<file path="config.mk">
export PLATFORM = sky130hd
export DESIGN_NAME = lwe_mac_engine
export DESIGN_NICKNAME = d
export VERILOG_FILES = /design/src/rtl/lwe_mac_pkg.sv /design/src/rtl/lwe_mac_split.sv /design/src/rtl/lwe_mac_lane.sv /design/src/rtl/lwe_mac_ctrl.sv /design/src/rtl/lwe_mac_engine.sv
export SDC_FILE = /design/constraint.sdc
export NUM_CORES = 2
export LEC_CHECK = 0
export BUFFER_PORTS_ARGS = -buffer_cell sky130_fd_sc_hd__buf_2
export CAP_MARGIN = 0
export CORE_AREA = 2 2 227 229
export CTS_BUF_LIST = sky130_fd_sc_hd__clkbuf_4 sky130_fd_sc_hd__clkbuf_8
export DETAILED_ROUTE_END_ITERATION = 8
export DIE_AREA = 0 0 229 231
export PLACE_DENSITY_LB_ADDON = 0.15
export SLEW_MARGIN = 10
export SYNTH_ARGS = -nofsm -noshare
export SYNTH_HDL_FRONTEND = slang
export SYNTH_SLANG_ARGS = --single-unit
</file>
<file path="constraint.sdc">
create_clock -name clk -period 7.4 [get_ports clk]
set_input_delay 1.48 -clock clk [delete_from_list [all_inputs] [get_ports clk]]
set_output_delay 1.48 -clock clk [all_outputs]
set_load 0.05 [all_outputs]
</file>
<file path="src/rtl/lwe_mac_pkg.sv">
package lwe_mac_pkg;

  localparam int ELEM_W = 16;
  localparam int WORD_W = 32;

  typedef logic [ELEM_W-1:0] elem_t;

  typedef enum logic [2:0] {
    PH_IDLE,
    PH_LOAD,
    PH_MAC,
    PH_EMIT,
    PH_DONE
  } phase_e;

  // acc + a*s, everything wrapping modulo 2^16
  function automatic elem_t mac16(elem_t acc, elem_t a, elem_t s);
    logic [2*ELEM_W-1:0] prod;
    prod = a * s;
    return acc + prod[ELEM_W-1:0];
  endfunction

  // keep only the low qbits bits of v
  function automatic elem_t reduce_q(elem_t v, int qbits);
    elem_t r;
    for (int b = 0; b < ELEM_W; b++) begin
      r[b] = (b < qbits) ? v[b] : 1'b0;
    end
    return r;
  endfunction

endpackage

</file>
<file path="src/rtl/lwe_mac_split.sv">
module lwe_mac_split
  import lwe_mac_pkg::*;
#(
  parameter int LANES   = 4,
  localparam int STREAMS = LANES / 2
) (
  input  logic [STREAMS-1:0]              rnd_valid,
  input  logic [STREAMS*WORD_W-1:0]       rnd_data,
  output logic                            all_valid,
  output logic [LANES-1:0][ELEM_W-1:0]    lane_a
);

  assign all_valid = &rnd_valid;

  for (genvar t = 0; t < STREAMS; t++) begin : g_stream
    logic [WORD_W-1:0] word;
    assign word             = rnd_data[t*WORD_W +: WORD_W];
    assign lane_a[2*t]      = word[ELEM_W-1:0];
    assign lane_a[2*t + 1]  = word[WORD_W-1:ELEM_W];
  end

endmodule

</file>
<file path="src/rtl/lwe_mac_lane.sv">
module lwe_mac_lane
  import lwe_mac_pkg::*;
#(
  parameter int GROUPS = 4,
  localparam int GW = (GROUPS > 1) ? $clog2(GROUPS) : 1
) (
  input  logic          clk,
  input  logic          rst_n,
  input  logic          ld_en,
  input  logic          mac_en,
  input  logic [GW-1:0] wr_grp,
  input  elem_t         e_val,
  input  elem_t         a_val,
  input  elem_t         s_val,
  input  logic [GW-1:0] rd_grp,
  output elem_t         rd_val
);

  elem_t bank [GROUPS];

  always_ff @(posedge clk or negedge rst_n) begin
    if (!rst_n) begin
      for (int g = 0; g < GROUPS; g++) bank[g] <= '0;
    end else if (ld_en) begin
      bank[wr_grp] <= e_val;
    end else if (mac_en) begin
      bank[wr_grp] <= mac16(bank[wr_grp], a_val, s_val);
    end
  end

  assign rd_val = bank[rd_grp];

endmodule

</file>
<file path="src/rtl/lwe_mac_ctrl.sv">
module lwe_mac_ctrl
  import lwe_mac_pkg::*;
#(
  parameter int INNER  = 8,
  parameter int COLS   = 16,
  parameter int GROUPS = 4,
  localparam int RW = (INNER  > 1) ? $clog2(INNER)  : 1,
  localparam int CW = (COLS   > 1) ? $clog2(COLS)   : 1,
  localparam int GW = (GROUPS > 1) ? $clog2(GROUPS) : 1
) (
  input  logic          clk,
  input  logic          rst_n,
  input  logic          start,
  input  logic          all_valid,
  output logic [GW-1:0] grp_idx,
  output logic [RW-1:0] row_idx,
  output logic [CW-1:0] col_idx,
  output logic          ld_en,
  output logic          mac_en,
  output logic          emit_en,
  output logic          in_mac,
  output logic          done_q
);

  localparam logic [GW-1:0] GRP_LAST = GW'(GROUPS - 1);
  localparam logic [RW-1:0] ROW_LAST = RW'(INNER - 1);
  localparam logic [CW-1:0] COL_LAST = CW'(COLS - 1);

  phase_e phase;

  assign ld_en   = (phase == PH_LOAD);
  assign in_mac  = (phase == PH_MAC);
  assign mac_en  = in_mac && all_valid;
  assign emit_en = (phase == PH_EMIT);

  always_ff @(posedge clk or negedge rst_n) begin
    if (!rst_n) begin
      phase   <= PH_IDLE;
      grp_idx <= '0;
      row_idx <= '0;
      col_idx <= '0;
      done_q  <= 1'b0;
    end else begin
      done_q <= (phase == PH_DONE);
      unique case (phase)
        PH_IDLE: begin
          if (start) begin
            phase   <= PH_LOAD;
            grp_idx <= '0;
          end
        end
        PH_LOAD: begin
          if (grp_idx == GRP_LAST) begin
            grp_idx <= '0;
            row_idx <= '0;
            phase   <= PH_MAC;
          end else begin
            grp_idx <= grp_idx + 1'b1;
          end
        end
        PH_MAC: begin
          if (all_valid) begin
            if (grp_idx == GRP_LAST) begin
              grp_idx <= '0;
              if (row_idx == ROW_LAST) begin
                col_idx <= '0;
                phase   <= PH_EMIT;
              end else begin
                row_idx <= row_idx + 1'b1;
              end
            end else begin
              grp_idx <= grp_idx + 1'b1;
            end
          end
        end
        PH_EMIT: begin
          if (col_idx == COL_LAST) phase <= PH_DONE;
          else                     col_idx <= col_idx + 1'b1;
        end
        PH_DONE: phase <= PH_IDLE;
        default: phase <= PH_IDLE;
      endcase
    end
  end

endmodule

</file>
<file path="src/rtl/lwe_mac_engine.sv">
module lwe_mac_engine
  import lwe_mac_pkg::*;
#(
  parameter int LANES  = 4,
  parameter int INNER  = 8,
  parameter int COLS   = 16,
  parameter int Q_BITS = 15,
  localparam int STREAMS = LANES / 2,
  localparam int GROUPS  = COLS / LANES,
  localparam int LB = $clog2(LANES),
  localparam int RW = (INNER  > 1) ? $clog2(INNER)  : 1,
  localparam int CW = (COLS   > 1) ? $clog2(COLS)   : 1,
  localparam int GW = (GROUPS > 1) ? $clog2(GROUPS) : 1
) (
  input  logic                      clk,
  input  logic                      rst_n,
  input  logic                      start,
  output logic [RW-1:0]             s_row,
  input  logic [ELEM_W-1:0]         s_data,
  output logic [GW-1:0]             e_grp,
  input  logic [LANES*ELEM_W-1:0]   e_data,
  input  logic [STREAMS-1:0]        rnd_valid,
  input  logic [STREAMS*WORD_W-1:0] rnd_data,
  output logic                      rnd_ready,
  output logic                      c_valid,
  output logic [CW-1:0]             c_col,
  output logic [ELEM_W-1:0]         c_data,
  output logic                      done
);

  // named internal events, also used by the bound checker
  logic                         all_valid;
  logic                         beat_fire;
  logic                         load_fire;
  logic                         emit_fire;
  logic [GW-1:0]                grp_idx;
  logic [RW-1:0]                row_idx;
  logic [CW-1:0]                col_idx;
  logic [LANES-1:0][ELEM_W-1:0] lane_a;
  logic [LANES-1:0][ELEM_W-1:0] lane_rd;
  logic [GW-1:0]                rd_grp;
  logic [LB-1:0]                rd_lane;
  logic                         done_q;

  lwe_mac_split #(.LANES(LANES)) u_split (
    .rnd_valid (rnd_valid),
    .rnd_data  (rnd_data),
    .all_valid (all_valid),
    .lane_a    (lane_a)
  );

  lwe_mac_ctrl #(.INNER(INNER), .COLS(COLS), .GROUPS(GROUPS)) u_ctrl (
    .clk       (clk),
    .rst_n     (rst_n),
    .start     (start),
    .all_valid (all_valid),
    .grp_idx   (grp_idx),
    .row_idx   (row_idx),
    .col_idx   (col_idx),
    .ld_en     (load_fire),
    .mac_en    (beat_fire),
    .emit_en   (emit_fire),
    .in_mac    (rnd_ready),
    .done_q    (done_q)
  );

  assign s_row   = row_idx;
  assign e_grp   = grp_idx;
  assign rd_grp  = GW'(col_idx >> LB);
  assign rd_lane = col_idx[LB-1:0];

  for (genvar j = 0; j < LANES; j++) begin : g_lane
    lwe_mac_lane #(.GROUPS(GROUPS)) u_lane (
      .clk    (clk),
      .rst_n  (rst_n),
      .ld_en  (load_fire),
      .mac_en (beat_fire),
      .wr_grp (grp_idx),
      .e_val  (e_data[j*ELEM_W +: ELEM_W]),
      .a_val  (lane_a[j]),
      .s_val  (s_data),
      .rd_grp (rd_grp),
      .rd_val (lane_rd[j])
    );
  end

  always_ff @(posedge clk or negedge rst_n) begin
    if (!rst_n) begin
      c_valid <= 1'b0;
      c_col   <= '0;
      c_data  <= '0;
    end else begin
      c_valid <= emit_fire;
      if (emit_fire) begin
        c_col  <= col_idx;
        c_data <= reduce_q(lane_rd[rd_lane], Q_BITS);
      end
    end
  end

  assign done = done_q;

endmodule

</file>
==> results.ini <==
[routing]
drt.antenna.violating_nets = 0
drt_initial_violations = 1864
wl_microns = 78700
drtPass1Iterations = 5
avgRoutedWirePerCell_microns = 20.1
routed_via_density = 5.65
drc_violation_count_after_routing = 0
num_vias = 22100

[global_route]
use_met1 = 0.450
globalRoute.totalOverflow = 0
globalRouteTotalUtil = 0.309
initial_antenna_violation_count = 0
groute.layer.met2.usage = 0.482
grt_max_degree = 141
first_pass_grt_wire_length_microns = 127000
number_of_global_route_vias_before_repair = 23200
grt_use_met3 = 0.0500
gr-max-usage-layer = met2

[floorplan]
die_y_microns = 231
die_x_microns = 229
placement_rows = 83
design.core.area_sq_um = 50700
die_area_sq_um = 52900
initial_utilization = 0.580
io-pin-count = 177

[clock_tree]
clkTransAtPathRegs_ps = 60
cts.repair.resized = 0
clock_sinks = 273
clock_tree.htree_level_count = 2
root_buffer = sky130_fd_sc_hd__clkbuf_8
cts_hold_repair.buffers = 0
clock_insertion_delay_worst_skew_ps = 610
clock_tree_from_tritoncts = built
cts_buffer_count = 45
cts.repair_timing.setup_buffer_count = 0
clk_path_buf_depth = 3

[worst_setup_path]
end_kind = flip-flop
crit_slowest_cell = sky130_fd_sc_hd__fa_1
crit_type = input pin to flip-flop
worstPathCellList = buf_2 -> and2_1 -> fa_1 -> inv_1 -> fa_1 -> inv_1 -> fa_1 -> inv_1 -> fa_1 -> inv_1 -> fa_1 -> inv_1 -> fa_1 -> inv_1 -> ha_1 -> or3_1 -> o21ai_0 -> a21oi_1 -> a31oi_1 -> xnor2_1 -> buf_4 -> nor2_2 -> o31ai_1
critPathRequiredTime_ps = 7900
crit_path_max_fanout = 24
critical_path_arrival_ps = 7080
cpPeakStageDelay_ps = 530
start_kind = input pin

[logic_synthesis]
synth_area_sq_um = 29400
synth-warning-count = 0
dominantRegCellSynth = sky130_fd_sc_hd__dfrtp_1
synth_top_area_frac = 0.232
synth_cell_type_count = 46
synthesis.nets = 3803
postSynthAreaPerCell_sq_um = 9.40
syn-instance-count = 3127
synth_seq_cells = 273
synth_area_leaders = sky130_fd_sc_hd__dfrtp_1 23%, sky130_fd_sc_hd__fa_1 22%, sky130_fd_sc_hd__mux4_2 9.9%, sky130_fd_sc_hd__ha_1 8.6%, sky130_fd_sc_hd__nand2_1 7.5%
synth-seq-area-share = 0.232
post_synth_edffs = 0
synth_largest_area_cell = sky130_fd_sc_hd__dfrtp_1
synth_async_sr_flop_share = 1.00

[timing]
fin_skew_ps = 39.7
setup_viol = 0
final.setup.tns_ps = 0
timing.final.crit_share = 0.890
final_max_slew_viols = 0
slew_headroom = 0.253
layout_min_cycle_time_ps = 6590
holdWs_ps = 480
rsz0062_at_grt = false
maxClockFrequency_mhz = 152
final_critical_path_setup_slack_ps = 814
final-hold-violation-count = 0
worst-slew-pin-transition_ps = 1120

[final_layout]
layout_commonest_cell = sky130_fd_sc_hd__nand2_1
syn_to_final_growth_pct = 8.26
total_nets_final = 3883
fin_cells = 3920
antenna_cells = 0
mostFrequentLayoutCells = 584 x sky130_fd_sc_hd__nand2_1, 581 x sky130_fd_sc_hd__inv_1, 324 x sky130_fd_sc_hd__fa_1
drive_above_1_share = 0.138
layout.filler_cells = 4306
seq_area_sq_um = 6840
area_occupied_by_multi_input_gates_sq_um = 19700

[placement]
gpl.final_weighted_congestion = 0.884
detailed_place_hpwl_microns = 59200
placement.io_buffers = 166
placed_cells_incl_taps = 3840
pre_cts_slack_ps = 250

[run_status]
run_status = complete, no violations

[run]
timing.max_cap.violations = 0

[hold_path]
min_delay_path_class = flip-flop to flip-flop

-- through the flow --
stage               cell area (sq um)   util
finish                          31800  0.628
global route                    31800  0.628
CTS                             31800  0.628
detailed placement              30800  0.608
global placement                30800  0.608
floorplan                       29400      -
-- Yosys cell counts (3+ instances only) --
library cell	count
sky130_fd_sc_hd__and2_1	209
sky130_fd_sc_hd__a22o_1	3
sky130_fd_sc_hd__nand3_1	3
sky130_fd_sc_hd__o41ai_1	7
sky130_fd_sc_hd__a2111oi_0	4
sky130_fd_sc_hd__a221o_1	6
sky130_fd_sc_hd__a31oi_1	4
sky130_fd_sc_hd__fa_1	324
sky130_fd_sc_hd__dfrtp_1	273
sky130_fd_sc_hd__xnor3_1	4
sky130_fd_sc_hd__o21a_1	4
sky130_fd_sc_hd__a211oi_1	8
sky130_fd_sc_hd__o31ai_1	17
sky130_fd_sc_hd__a21o_1	15
sky130_fd_sc_hd__nand2b_1	4
sky130_fd_sc_hd__nand2_1	588
sky130_fd_sc_hd__buf_4	3
sky130_fd_sc_hd__o21bai_1	5
sky130_fd_sc_hd__buf_1	7
sky130_fd_sc_hd__or3_1	5
sky130_fd_sc_hd__a21oi_1	31
sky130_fd_sc_hd__mux2_2	7
sky130_fd_sc_hd__o21ai_1	38
sky130_fd_sc_hd__ha_1	203
sky130_fd_sc_hd__clkbuf_1	149
sky130_fd_sc_hd__inv_1	581
sky130_fd_sc_hd__xnor2_1	112
sky130_fd_sc_hd__mux2i_1	29
sky130_fd_sc_hd__nor3_1	19
sky130_fd_sc_hd__nor2_2	4
sky130_fd_sc_hd__nor2_1	33
sky130_fd_sc_hd__mux4_2	129
sky130_fd_sc_hd__buf_2	20
sky130_fd_sc_hd__xor2_1	32
sky130_fd_sc_hd__o21ai_0	232
-- layout make-up --
| type | count | area share |
|---|---|---|
| inverters | 583 | 0.0688 |
| multi-input cells | 2091 | 0.619 |
| clock inverters | 11 | 0.00315 |
| repair buffers | 213 | 0.0399 |
| clock buffers | 69 | 0.0277 |
| flip-flops and latches | 273 | 0.215 |
| well taps | 680 | 0.0267 |
-- cells by family after synthesis --
family	Yosys count	synth area share
compound gates	376	0.0713
xor+xnor	148	0.0460
fa+ha+maj	527	0.307
buf+inv	763	0.0990
flops	273	0.232
mux	165	0.111
other cells	1	0.000128
simple gates	874	0.132
-- flip-flops by register name, summed over array words and instances (netlist names) --
register / cells
c_col: 4
u_ctrl.phase: 3
u_ctrl.done_q: 1
c_data: 15
u_ctrl.grp_idx: 2
u_ctrl.row_idx: 3
g_lane.u_lane.bank: 240
c_valid: 1
u_ctrl.col_idx: 4
-- layer usage --
| metal | share of wire | up-vias |
|---|---|---|
| met2 | 0.46 | 878 |
| li1 | - | 9958 |
| met5 | 0 | - |
| met4 | 0.025 | 0 |
| met1 | 0.44 | 11200 |
| met3 | 0.081 | 123 |
-- critical path, delay by kind of cell --
| family | cells | cell delay, ps |
|---|---|---|
| buffers and inverters | 8 | 800 |
| XOR/XNOR | 1 | 180 |
| AND/OR/NAND/NOR | 3 | 690 |
| adder cells (fa/ha/maj) | 7 | 3160 |
| AO/OA/AOI/OAI | 4 | 760 |
-- path summary, 6_finish.rpt --
check	endpoint	depth (start not counted)	start	slack, ps
worst max-delay path	g_lane[2].u_lane.bank[62]	23	s_data[5]	810
worst min-delay path	c_data[13]	2	c_data[13]	480
worst max register to register	g_lane[1].u_lane.bank[13]	18	u_ctrl.grp_idx[0]	1080
worst min register to register	c_data[13]	2	c_data[13]	480
max in group asynchronous	g_lane[3].u_lane.bank[61]	2	rst_n	5050
min in group asynchronous	g_lane[0].u_lane.bank[4]	1	rst_n	1010
Power is left out: the tool's default activity adds up to more than one toggle a clock period on the data nets, which glitch-free logic cannot reach.
